==> src/rtl/sysctl_pkg.sv <==
// Package: shared constants for the system control port.
// Assumes an 8-bit data lane. The bit positions are visible to software.
package sysctl_pkg;
    localparam int DATA_W     = 8;
    localparam int BIT_METHOD = 0;
    localparam int BIT_A20    = 1;
    localparam int BIT_LOCK   = 3;
    localparam int BIT_WDT    = 4;
    localparam int BIT_LED_LO = 6;
    localparam int BIT_LED_HI = 7;
    localparam logic [DATA_W-1:0] FLOAT_BYTE = 8'hFF;
endpackage

==> src/rtl/sysctl_decode.sv <==
// Module: address decode for the control port and the coprocessor window.
// Assumes each strobe lasts one cycle per access. The outputs are combinational.
module sysctl_decode #(
    parameter int ADDR_W = 16,
    parameter logic [ADDR_W-1:0] CTRL_ADDR = 16'h0092,
    parameter logic [ADDR_W-1:0] WIN_BASE  = 16'h00F0,
    parameter int WIN_PORTS = 16
) (
    input  logic [ADDR_W-1:0] addr,
    input  logic              rd,
    input  logic              wr,
    input  logic              is_byte,
    output logic              ctrl_wr,
    output logic              ctrl_rd,
    output logic              win_wr,
    output logic              f1_wr
);
    localparam logic [ADDR_W:0] WIN_END = {1'b0, WIN_BASE} + (ADDR_W+1)'(WIN_PORTS);
    localparam logic [ADDR_W-1:0] RST_ADDR = WIN_BASE + ADDR_W'(1);

    logic ctrl_hit, win_hit;

    // Match the address against the control port and the window range.
    always_comb begin
        ctrl_hit = (addr == CTRL_ADDR);
        win_hit  = ({1'b0, addr} >= {1'b0, WIN_BASE}) && ({1'b0, addr} < WIN_END);
        ctrl_wr  = wr && is_byte && ctrl_hit;
        ctrl_rd  = rd && is_byte && ctrl_hit;
        win_wr   = wr && is_byte && win_hit;
        f1_wr    = wr && is_byte && (addr == RST_ADDR);
    end
endmodule

==> src/rtl/sysctl_regs.sv <==
// Module: control register bits in two reset domains.
// Assumes the two resets are synchronous and active low. The power-on reset
// clears all bits. The CPU reset clears only the gate and the LED bits.
module sysctl_regs
    import sysctl_pkg::*;
(
    input  logic              clk,
    input  logic              rst_por_n,
    input  logic              rst_cpu_n,
    input  logic              ctrl_wr,
    input  logic [DATA_W-1:0] wdata,
    input  logic              wdt_event,
    output logic [DATA_W-1:0] status,
    output logic              a20_q,
    output logic              lock_q,
    output logic [1:0]        led_q
);
    logic method_q, wdt_q;
    logic unused_bits;

    assign unused_bits = ^{wdata[5], wdata[2]};

    // Run-time bits: the CPU reset clears them.
    always_ff @(posedge clk) begin
        if (!rst_por_n || !rst_cpu_n) begin
            a20_q <= 1'b0;
            led_q <= 2'b00;
        end else if (ctrl_wr) begin
            a20_q <= wdata[BIT_A20];
            led_q <= wdata[BIT_LED_HI:BIT_LED_LO];
        end
    end

    // Sticky bits: only the power-on reset clears them.
    always_ff @(posedge clk) begin
        if (!rst_por_n) begin
            method_q <= 1'b0;
            lock_q   <= 1'b0;
        end else if (ctrl_wr && rst_cpu_n) begin
            method_q <= method_q | wdata[BIT_METHOD];
            lock_q   <= lock_q | wdata[BIT_LOCK];
        end
    end

    // Watchdog flag: a timeout event sets it and wins over a clear in the same cycle.
    always_ff @(posedge clk) begin
        if (!rst_por_n)
            wdt_q <= 1'b0;
        else if (wdt_event)
            wdt_q <= 1'b1;
        else if (ctrl_wr && rst_cpu_n && wdata[BIT_WDT])
            wdt_q <= 1'b0;
    end

    // Assemble the read view of the register.
    always_comb begin
        status = '0;
        status[BIT_METHOD] = method_q;
        status[BIT_A20]    = a20_q;
        status[BIT_LOCK]   = lock_q;
        status[BIT_WDT]    = wdt_q;
        status[BIT_LED_HI:BIT_LED_LO] = led_q;
    end

    assert_lock_sticky_R5: assert property (@(posedge clk) disable iff (!rst_por_n)
        lock_q |=> lock_q);
    assert_method_sticky_R6: assert property (@(posedge clk) disable iff (!rst_por_n)
        method_q |=> method_q);
    assert_a20_follow_R4: assert property (@(posedge clk) disable iff (!rst_por_n || !rst_cpu_n)
        ctrl_wr |=> (a20_q == $past(wdata[BIT_A20])));
    assert_cpu_rst_clear_R9: assert property (@(posedge clk) disable iff (!rst_por_n)
        !rst_cpu_n |=> (!a20_q && led_q == 2'b00));
endmodule

==> src/rtl/sysctl_pulse.sv <==
// Module: fast-reset pulse generator. A request starts a pulse of PULSE_LEN cycles.
// Runs in the power-on reset domain only, so the CPU reset it causes cannot cut it short.
module sysctl_pulse #(
    parameter int PULSE_LEN = 16
) (
    input  logic clk,
    input  logic rst_por_n,
    input  logic req,
    output logic pulse
);
    localparam int CNT_W = $clog2(PULSE_LEN + 1);
    localparam logic [CNT_W-1:0] LOAD = CNT_W'(PULSE_LEN);

    logic [CNT_W-1:0] cnt;

    // Load on a request while idle, then count down to zero.
    always_ff @(posedge clk) begin
        if (!rst_por_n)
            cnt <= '0;
        else if (cnt != '0)
            cnt <= cnt - CNT_W'(1);
        else if (req)
            cnt <= LOAD;
    end

    assign pulse = (cnt != '0);

    assert_pulse_start_R2: assert property (@(posedge clk) disable iff (!rst_por_n)
        (req && !pulse) |=> (cnt == LOAD));
    assert_no_retrigger_R3: assert property (@(posedge clk) disable iff (!rst_por_n)
        pulse |=> (cnt == $past(cnt) - CNT_W'(1)));
endmodule

==> src/rtl/sysctl_fpu.sv <==
// Module: coprocessor busy latch and coprocessor reset strobe.
// Assumes fpu_error is synchronous to clk. A set wins over a clear in the same cycle.
module sysctl_fpu (
    input  logic clk,
    input  logic rst_por_n,
    input  logic rst_cpu_n,
    input  logic err,
    input  logic win_wr,
    input  logic f1_wr,
    output logic busy_q,
    output logic rst_pulse_q
);
    // Busy latch: an error sets it, a byte write to the window clears it.
    always_ff @(posedge clk) begin
        if (!rst_por_n || !rst_cpu_n)
            busy_q <= 1'b0;
        else if (err)
            busy_q <= 1'b1;
        else if (win_wr)
            busy_q <= 1'b0;
    end

    // Coprocessor reset: one registered cycle for each write to the reset port.
    always_ff @(posedge clk) begin
        if (!rst_por_n)
            rst_pulse_q <= 1'b0;
        else
            rst_pulse_q <= f1_wr && rst_cpu_n;
    end

    assert_irq_clear_R10: assert property (@(posedge clk) disable iff (!rst_por_n || !rst_cpu_n)
        (win_wr && !err) |=> !busy_q);
    assert_irq_set_R10: assert property (@(posedge clk) disable iff (!rst_por_n || !rst_cpu_n)
        err |=> busy_q);
    assert_fpu_rst_one_R11: assert property (@(posedge clk) disable iff (!rst_por_n)
        rst_pulse_q |=> !rst_pulse_q || $past(f1_wr));
endmodule

==> src/rtl/sysctl_port.sv <==
// Module: top of the legacy system control port. It joins the decode, the register
// bits, the fast-reset pulse and the coprocessor latch, and forms the read data.
// Assumes a byte-wide I/O bus with single-cycle strobes and synchronous resets.
module sysctl_port
    import sysctl_pkg::*;
#(
    parameter int ADDR_W    = 16,
    parameter logic [ADDR_W-1:0] CTRL_ADDR = 16'h0092,
    parameter logic [ADDR_W-1:0] WIN_BASE  = 16'h00F0,
    parameter int WIN_PORTS = 16,
    parameter int PULSE_LEN = 16
) (
    input  logic              clk,
    input  logic              rst_por_n,
    input  logic              rst_cpu_n,
    input  logic [ADDR_W-1:0] io_addr,
    input  logic              io_rd,
    input  logic              io_wr,
    input  logic              io_byte,
    input  logic [DATA_W-1:0] io_wdata,
    output logic [DATA_W-1:0] io_rdata,
    input  logic              wdt_timeout,
    input  logic              fpu_error,
    output logic              a20_gate,
    output logic              fast_reset,
    output logic              activity_led,
    output logic              cmos_lock,
    output logic              irq13,
    output logic              fpu_reset
);
    logic ctrl_wr, ctrl_rd, win_wr, f1_wr;
    logic [DATA_W-1:0] status;
    logic [1:0] led_q;

    sysctl_decode #(
        .ADDR_W(ADDR_W), .CTRL_ADDR(CTRL_ADDR), .WIN_BASE(WIN_BASE), .WIN_PORTS(WIN_PORTS)
    ) u_decode (
        .addr(io_addr), .rd(io_rd), .wr(io_wr), .is_byte(io_byte),
        .ctrl_wr(ctrl_wr), .ctrl_rd(ctrl_rd), .win_wr(win_wr), .f1_wr(f1_wr)
    );

    sysctl_regs u_regs (
        .clk(clk), .rst_por_n(rst_por_n), .rst_cpu_n(rst_cpu_n),
        .ctrl_wr(ctrl_wr), .wdata(io_wdata), .wdt_event(wdt_timeout),
        .status(status), .a20_q(a20_gate), .lock_q(cmos_lock), .led_q(led_q)
    );

    sysctl_pulse #(.PULSE_LEN(PULSE_LEN)) u_pulse (
        .clk(clk), .rst_por_n(rst_por_n),
        .req(ctrl_wr && rst_cpu_n && io_wdata[BIT_METHOD]),
        .pulse(fast_reset)
    );

    sysctl_fpu u_fpu (
        .clk(clk), .rst_por_n(rst_por_n), .rst_cpu_n(rst_cpu_n),
        .err(fpu_error), .win_wr(win_wr), .f1_wr(f1_wr),
        .busy_q(irq13), .rst_pulse_q(fpu_reset)
    );

    assign activity_led = |led_q;

    // Read data: the register on a byte read of the port, a floating bus on any other read.
    always_comb begin
        if (ctrl_rd)
            io_rdata = status;
        else if (io_rd)
            io_rdata = FLOAT_BYTE;
        else
            io_rdata = '0;
    end

    assert_wide_write_ignored_R1: assert property (@(posedge clk) disable iff (!rst_por_n || !rst_cpu_n)
        (io_wr && !io_byte && !wdt_timeout && !fpu_error) |=> $stable(status) && $stable(irq13));
    assert_unused_zero_R8: assert property (@(posedge clk) disable iff (!rst_por_n)
        ctrl_rd |-> (io_rdata[5] == 1'b0 && io_rdata[2] == 1'b0));
endmodule

==> config.mk <==
export PLATFORM = sky130hd
export DESIGN_NAME = sysctl_port
export DESIGN_NICKNAME = d
export VERILOG_FILES = /design/src/rtl/sysctl_pkg.sv /design/src/rtl/sysctl_decode.sv /design/src/rtl/sysctl_regs.sv /design/src/rtl/sysctl_pulse.sv /design/src/rtl/sysctl_fpu.sv /design/src/rtl/sysctl_port.sv
export SDC_FILE = /design/constraint.sdc
export NUM_CORES = 1
export LEC_CHECK = 0
export ABC_CLOCK_PERIOD_IN_PS = 1530
export BUFFER_PORTS_ARGS = -buffer_cell sky130_fd_sc_hd__buf_2
export CAP_MARGIN = 20
export CORE_MARGIN = 8
export CORE_UTILIZATION = 32
export DETAILED_ROUTE_END_ITERATION = 8
export GPL_TIMING_DRIVEN = 1
export PLACE_DENSITY = 0.73
export SLEW_MARGIN = 10
export SYNTH_ARGS = -nofsm -noshare
export SYNTH_HDL_FRONTEND = slang
export SYNTH_SLANG_ARGS = --single-unit
==> constraint.sdc <==
create_clock -name clk -period 1.53 [get_ports clk]
set_input_delay 0.153 -clock clk [delete_from_list [all_inputs] [get_ports clk]]
set_output_delay 0.153 -clock clk [all_outputs]
set_load 0.05 [all_outputs]
# [After elaboration in Yosys (flattened, before gate mapping)]
# Cells that the tools add are included.
[totals] ff_bits=13 latchBits=0 ramBits=0 mem_bits_ro=0 inputBits=32 out_inout_bits=14 n_memories=0
[classes] n_addsub=1 multipliers=0 div_mod_pow=0 n_lt_le_gt_ge=2 eq_ne=2 shifts=0 muxes=8 bitwise_logic=2 reduce_logical=19
[op_table] op="$eq 16x8->1 const B" n=2
[op_table] op="$ge 16x8->1 const B" n=1
[op_table] op="$lt 16x9->1 const B" n=1
[op_table] op="$mux 8" n=2
[op_table] op="$logic_and 1x1->1" n=11
[op_table] op="$mux 5" n=2
[op_table] op="$reduce_bool 2->1" n=3
[op_table] op="$reduce_bool 5->1" n=1
[op_table] op="$sub 5x1->5 const B" n=1
[op_table] op="$mux 1" n=4
[op_table] op="$logic_not 1->1" n=2
[op_table] op="$or 1x1->1" n=2
[op_table] op="$reduce_or 2->1" n=1
[op_table] op="$logic_or 1x1->1" n=1

# [Longest topological paths before layout]
# Gate-level depths: netlist of run 1.
[logic_depth] depth_word=6 mapped_depth=7 depth_no_buf=6

# [Cells and area by module]
# A second synthesis of run 1 with hierarchy kept.
[hier_totals] cells_unflattened=85 area_unflattened_um2=840.8
[modules_own_cells] mod="sysctl_regs" n_inst=1 cells_per_inst=30 area_per_inst_um2=282.8
[modules_own_cells] mod="sysctl_pulse" n_inst=1 cells_per_inst=25 area_per_inst_um2=252.7
[modules_own_cells] mod="sysctl_port" n_inst=1 cells_per_inst=11 area_per_inst_um2=143.9
[modules_own_cells] mod="sysctl_decode" n_inst=1 cells_per_inst=14 area_per_inst_um2=98.8
[modules_own_cells] mod="sysctl_fpu" n_inst=1 cells_per_inst=5 area_per_inst_um2=62.6

# [Worst setup path after synthesis of run 1]
# No wires, ideal clock.
[synth_path] path_type="input-to-output" startpoint="input io_addr[0]" endpoint="output io_rdata[5]" arrival_time_ns=1.477 setup_slack_ns=-0.100 cell_stages=5 cell_sequence="nor4b_2 -> and2_2 -> nand4_2 -> and2_1 -> buf_4"
[synth_via] elab_chain_len=3
[synth_lines] element="start: declaration" line_no="sysctl_port.sv:16" source="input logic [ADDR_W-1:0] io_addr,"
[synth_lines] element="$eq 16x8->1" line_no="sysctl_decode.sv:25" source="ctrl_hit = (addr == CTRL_ADDR);"
[synth_lines] element="$logic_and 1x1->1" line_no="sysctl_decode.sv:28" source="ctrl_rd = rd && is_byte && ctrl_hit;"
[synth_lines] element="$mux 8" line_no="sysctl_port.sv:64" source="if (ctrl_rd)"
[synth_lines] element="end: declaration" line_no="sysctl_port.sv:21" source="output logic [DATA_W-1:0] io_rdata,"
# No other way between the ends.

# [Worst setup path in the final report of run 1]
[layout_path] startpoint="register u_pulse.cnt[0]" endpoint="output fast_reset"
[layout_via] elab_chain_len=1
[layout_lines] element="start: declaration" line_no="sysctl_pulse.sv:14" source="logic [CNT_W-1:0] cnt;"
[layout_lines] element="start signal: assignment" line_no="sysctl_pulse.sv:21" source="cnt <= cnt - CNT_W'(1);"
[layout_lines] element="$reduce_bool 5->1" line_no="sysctl_pulse.sv:26" source="assign pulse = (cnt != '0);"
[layout_lines] element="end: declaration" line_no="sysctl_port.sv:25" source="output logic fast_reset,"
# No other way between the ends.

==> metrics.cfg, run 1 <==
[run_status]
status = complete, but fails checks
violations = negative setup slack

[worst_setup_path]
critical_path_class = reg -> out
worstRegToRegCells = 7
regToRegSetupSlack_ns = 0.08
reg2reg_from = u_pulse.cnt[0]$_SDFFE_PN0P_
crit_arrival_ns = 1.38
critPathCaptureType = output port
start_kind = flop
required_ns = 1.38
critPathMaxFanout = 2
reg2reg_to = u_pulse.cnt[4]$_SDFFE_PN0P_

[die]
core_mm2 = 0.002148
die_h_um = 62.75
rows = 17
dieArea_mm2 = 0.003938
initial_core_util_pct = 32.56
die_w_um = 62.75
io_pins = 46

[place]
dpl_cell_area_um2 = 964.7
dpl.cell_count = 151
io_buffers = 43
dp_hpwl_um = 1808
gp_congestion = 0.7542

[timing]
finalCritPeriodShare_pct = 100.3
finalHoldViolCount = 0
tightest_slew_ns = 0.3542
setup_viol = 1
slew-limit-headroom_pct = 76.14
fin_worst_skew_ns = 0.0001677
drv_slew = 0
max_freq_mhz = 651.7
setup_ws_ns = -0.004358
rsz0062_at_grt = true
fin_crit_ns = 1.534

[global_routing]
grt_max_degree = 11
grt-ovfl-total = 0
track_usage_pct = 11.60
antenna_found_initial = 0
grt_pass1_vias = 871
grt_pass1_wl_um = 3788

[yosys]
yosysSeqAreaShare_pct = 37.21
synth-main-ff-cell = dfxtp_1
syn_inst = 79
synth_area_um2 = 699.4
yosys-top-cells-count = 13 x dfxtp_1, 8 x o21a_1, 7 x nand2_1
yosys-top-cells-area = dfxtp_1 37%, o21a_1 8.6%, o21ai_0 4.3%
synth_largest_area_cell = dfxtp_1
yosys_warnings = 0
post_synth.cell_area_avg_um2 = 8.853
synth_seq_cells = 13
synth.top_cell.area_share_pct = 37.21
synth-async-reset-ratio_pct = 0
synth_most_common_cell = dfxtp_1
synth_nets = 112
synth-edff-count = 0
ys_types = 31

[finish]
n_antenna_cell = 0
area_delta_synth_final_pct = 58.50
fillers = 207
drive_above_1_share_pct = 54.55
fin_cells = 160
final_cell_area_mm2 = 0.001109
finalNetCount = 166

[clock_network]
insertion_delay_ns = 0.26
cts.clk_slew.worst_paths_ns = 0.07
root_buffer = clkbuf_4
cts_tree = built
cts_inserted_buffers = 3
cts_sinks = 13
cts_max_level = 1
clock_path_buffers = 2

[detailed_routing]
antenna_left = 0
avgRoutedWirePerCell_um = 14.44
dr.first_iter.drc_count = 19
routed_wl_um = 2310
first_pass_iters = 4
route.detailed.drc = 0
dr_total_vias = 791
routed_via_density = 4.944

[min_path]
hold_end = u_fpu.busy_q$_SDFFE_PP0P_
hold_path_class = in -> reg
hold_depth = 3
min-delay-start = fpu_error

[pwr]
leakagePower_uw = 0.0005135
pwr_density_cell_mw_per_mm2 = 1209
p_total_uw = 1341
irDropWorstVdd_mv = 0.8815

[job]
drv_cap = 0

area by class of cell:
type                    count  area [um^2]  share of cell area [%]
multi-input cells          60        469.2                   42.33
repair buffers             52        304.0                   27.43
flip-flops and latches     13        262.8                   23.70
well taps                  28        35.03                   3.160
clock buffers               4        26.28                   2.370
inverters                   3        11.26                   1.016
timing repair:
action                     4_1_cts  5_1_grt
resized for setup               13       11
setup endpoints to repair       10       10
hold buffers                     0        0
pin swaps                        3        7
setup buffers                    4        1
cell families (layout without fill, tap and decap cells):
group                    Yosys count  in the layout  synth area share (%)
AND/OR/NAND/NOR                   35             35                 34.88
flip-flops                        13             13                 37.21
buffers and inverters              6             59                 3.935
adder cells (fa/ha/maj)            1              1                 1.789
XOR/XNOR                           1              1                 1.252
AO/OA/AOI/OAI                     23             23                 20.93
metal layers:
layer / vias up / wire, um / part of all wire [%] / GRT usage (%)
met5: - / 0 / 0 / 0
met4: 0 / 42 / 1.8 / 4.843
met3: 6 / 215 / 9.3 / 5.197
met2: 35 / 1190 / 52 / 20.31
met1: 353 / 861 / 37 / 11.64
li1: 397 / - / - / -
how the worst max path moves through the flow:
stage / depth (start not counted) / startpoint / to
after detailed placement: 6 / io_addr[0] / io_rdata[2]
after global placement: 6 / io_addr[0] / io_rdata[2]
final: 5 / u_pulse.cnt[0]$_SDFFE_PN0P_ / fast_reset
after floorplan: 5 / io_addr[0] / io_rdata[5]
after global routing: 5 / u_pulse.cnt[0]$_SDFFE_PN0P_ / fast_reset
after CTS: 5 / u_pulse.cnt[0]$_SDFFE_PN0P_ / fast_reset
state kept, by name (all words and copies together) (netlist names):
name               flops
u_fpu.rst_pulse_q      1
u_regs.lock_q          1
u_regs.a20_q           1
u_regs.wdt_q           1
u_regs.method_q        1
u_regs.led_q           2
u_pulse.cnt            5
u_fpu.busy_q           1
power by group:
group / internal [uW] / switching (uW)
Clock: 101 / 101
Combinational: 356 / 362
Sequential: 389 / 32.4
cells in the final DEF (no fill, tap or decap), types with 3 or more instances in the layout:
cell type / n
buf_2: 39
buf_4: 11
dfxtp_1: 11
o21a_1: 8
nand2_1: 7
o21ai_0: 6
a21oi_1: 5
nand3_1: 4
nor2_1: 3
clkbuf_4: 3
critical path, stage by stage (launching register included):
cell	delay (ns)
dfxtp_2	0.33
inv_2	0.07
ha_4	0.15
nand2b_4	0.05
or3_4	0.35
buf_8	0.16
metrics by stage:
step                      hold slack [ns]  setup TNS [ns]  setup slack (ns)  utilization (%)
after global routing               0.1117        -0.07032          -0.06876            51.60
after CTS                          0.1087        -0.06972          -0.04139            49.80
final                              0.1166       -0.004358         -0.004358            51.60
after global placement             0.3888        -0.02844          -0.01428            44.90
after detailed placement           0.4008         -0.3549          -0.07214            44.90
after floorplan                    0.2753        -0.01429          -0.01429                -
Note: power is estimated with default switching activity, not from simulation.
==> run 2, diff against run 1 <==
--- a/config.mk
+++ b/config.mk
@@ -5,6 +5,7 @@
 export SDC_FILE = /design/constraint.sdc
 export NUM_CORES = 1
 export LEC_CHECK = 0
+export ABC_AREA = 1
 export ABC_CLOCK_PERIOD_IN_PS = 1530
 export BUFFER_PORTS_ARGS = -buffer_cell sky130_fd_sc_hd__buf_2
 export CAP_MARGIN = 20
@@ -12,7 +13,7 @@
 export CORE_UTILIZATION = 32
 export DETAILED_ROUTE_END_ITERATION = 8
 export GPL_TIMING_DRIVEN = 1
-export PLACE_DENSITY = 0.73
+export PLACE_DENSITY = 0.72
 export SLEW_MARGIN = 10
 export SYNTH_ARGS = -nofsm -noshare
 export SYNTH_HDL_FRONTEND = slang
==> metrics.cfg, run 2 <==
[clock_network]
root_buffer = clkbuf_4
cts.clk_slew.worst_paths_ns = 0.08
cts_inserted_buffers = 3
cts_max_level = 1
cts_sinks = 13
insertion_delay_ns = 0.27
clock_path_buffers = 2
cts_tree = built

[yosys]
yosys-top-cells-count = 27 x inv_1, 17 x nand2_1, 13 x dfxtp_1
synth-main-ff-cell = dfxtp_1
post_synth.cell_area_avg_um2 = 6.974
synth_most_common_cell = inv_1
synth_largest_area_cell = dfxtp_1
synth_seq_cells = 13
synth-edff-count = 0
synth-async-reset-ratio_pct = 0
yosys_warnings = 0
synth_area_um2 = 753.2
syn_inst = 108
synth_nets = 141
ys_types = 20
yosys-top-cells-area = dfxtp_1 35%, inv_1 13%, nand2_1 8.5%
synth.top_cell.area_share_pct = 34.55
yosysSeqAreaShare_pct = 34.55

[die]
initial_core_util_pct = 34.05
core_mm2 = 0.002212
io_pins = 46
dieArea_mm2 = 0.004162
rows = 17
die_w_um = 64.52
die_h_um = 64.52

[job]
drv_cap = 0

[timing]
fin_worst_skew_ns = 0.0002067
finalHoldViolCount = 0
slew-limit-headroom_pct = 82.84
max_freq_mhz = 666.7
fin_crit_ns = 1.500
setup_viol = 0
drv_slew = 0
setup_ws_ns = 0.03006
tightest_slew_ns = 0.2592
finalCritPeriodShare_pct = 98.04

[pwr]
leakagePower_uw = 0.0005915
pwr_density_cell_mw_per_mm2 = 1276
p_total_uw = 1354
irDropWorstVdd_mv = 0.7062

[global_routing]
grt_max_degree = 8
grt_pass1_vias = 807
track_usage_pct = 9.912
grt_pass1_wl_um = 3229
antenna_found_initial = 0
grt-ovfl-total = 0

[worst_setup_path]
crit_chain = inv_2 > ha_2 > nand2_1 > nor2_2 > inv_2 > buf_6
crit_arrival_ns = 1.35
slowest_delay_ns = 0.33
worstRegToRegCells = 8
critPathTopFamily = flip-flops
slowest_stage = dfxtp_1
required_ns = 1.38
critPathCaptureType = output port
worst-path-buf-inv = 3
critPathMaxFanout = 4
start_kind = flop
reg2reg_from = u_pulse.cnt[1]$_SDFFE_PN0P_
reg2reg_to = u_pulse.cnt[1]$_SDFFE_PN0P_
regToRegSetupSlack_ns = 0.21
cp_common_cell = inv_2
critical_path_class = reg -> out

[finish]
area_delta_synth_final_pct = 40.86
fin_cells = 184
drive_above_1_share_pct = 42.31
final_cell_mix = 41 x buf_2, 25 x inv_1, 17 x nand2_1
n_antenna_cell = 0
final_cell_area_mm2 = 0.001061
largest_reg_flops = 5
finalNetCount = 190
top_regs = u_pulse.cnt x5, u_regs.led_q x2
layout_commonest_cell = buf_2
top_register = u_pulse.cnt
final_util_pct = 47.96

[detailed_routing]
avgRoutedWirePerCell_um = 11.40
antenna_left = 0
route.detailed.drc = 0
dr.first_iter.drc_count = 36
dr_total_vias = 838
routed_via_density = 4.554
first_pass_iters = 4
routed_wl_um = 2097

[place]
dp_hpwl_um = 1773
gp_congestion = 0.7749
dpl_cell_area_mm2 = 0.001007
post-place-ws_ns = 0.08627
io_buffers = 43
dpl.cell_count = 179

[min_path]
hold_depth = 2
hold_path_class = in -> reg
min-delay-start = io_addr[1]
hold_end = u_fpu.rst_pulse_q$_SDFF_PN0_

[run_status]
status = finished, final reports clean

-- run 2: cell count changes after synthesis, sizes merged, moves of 4 or more --
cell   before  now
o21ai       6   10
a21oi       5    9
inv         3   27
nor2        3   12
o21a        8    0
nand2       7   23
-- run 2: cell type report --
cell class	instances	area, um^2
fillers	234	1151
multi-input cells	67	397.9
flip-flops and latches	13	261.5
inverters	27	101.3
well taps	28	35.03
repair buffers	45	239.0
clock buffers	4	26.28
-- run 2: power breakdown --
group	switching (uW)	leakage (uW)	internal [uW]
clock network	114	0.0000150	101
logic	419	0.000470	262
registers	50.5	0.000107	407
total	583	0.000591	771
-- run 2: cells by family (layout without fill, tap and decap cells) --
| logic type | count (synthesis) | count (layout) | synth area share (%) |
|---|---|---|---|
| AOI/OAI and AO/OA | 20 | 20 | 13.62 |
| DFF | 13 | 13 | 34.55 |
| adders and majority gates | 1 | 1 | 1.661 |
| buffers and inverters | 28 | 76 | 14.45 |
| and+or+nand+nor | 45 | 45 | 34.55 |
| xor gates and xnor gates | 1 | 1 | 1.163 |
-- run 2: layer usage --
layer	up-vias	GRT usage, %	share of wire (%)
li1	435	-	-
met4	0	6.540	1.0
met5	-	0	0
met2	27	18.51	54
met1	373	8.704	39
met3	3	3.608	6.6
-- run 2: worst max path at each step --
stage | start | to | slack (ns) | cells after the start
after floorplan | u_regs.lock_q$_SDFFE_PN0P_ | io_rdata[3] | -0.08 | 2
after global placement | io_addr[14] | io_rdata[4] | 0.10 | 10
after detailed placement | io_addr[3] | io_rdata[4] | 0.09 | 10
after CTS | u_pulse.cnt[1]$_SDFFE_PN0P_ | fast_reset | 0.02 | 6
after global routing | u_pulse.cnt[0]$_SDFFE_PN0P_ | fast_reset | -0.02 | 6
final | u_pulse.cnt[1]$_SDFFE_PN0P_ | fast_reset | 0.03 | 6
-- run 2: what timing repair did --
action	4_1_cts	5_1_grt
endpoints found under the setup margin	1	3
pin swaps	0	2
buffers inserted	0	1
gates resized for setup	4	5
hold buffers	0	0
-- run 2: through the flow --
stage	hold WS, ns	TNS [ns]
6_report	0.04344	0
5_1_grt	0.03450	-0.01637
4_1_cts	0.04187	0
3_5_place_dp	0.3422	0
3_3_place_gp	0.3394	0
2_1_floorplan	0.2314	-0.3838
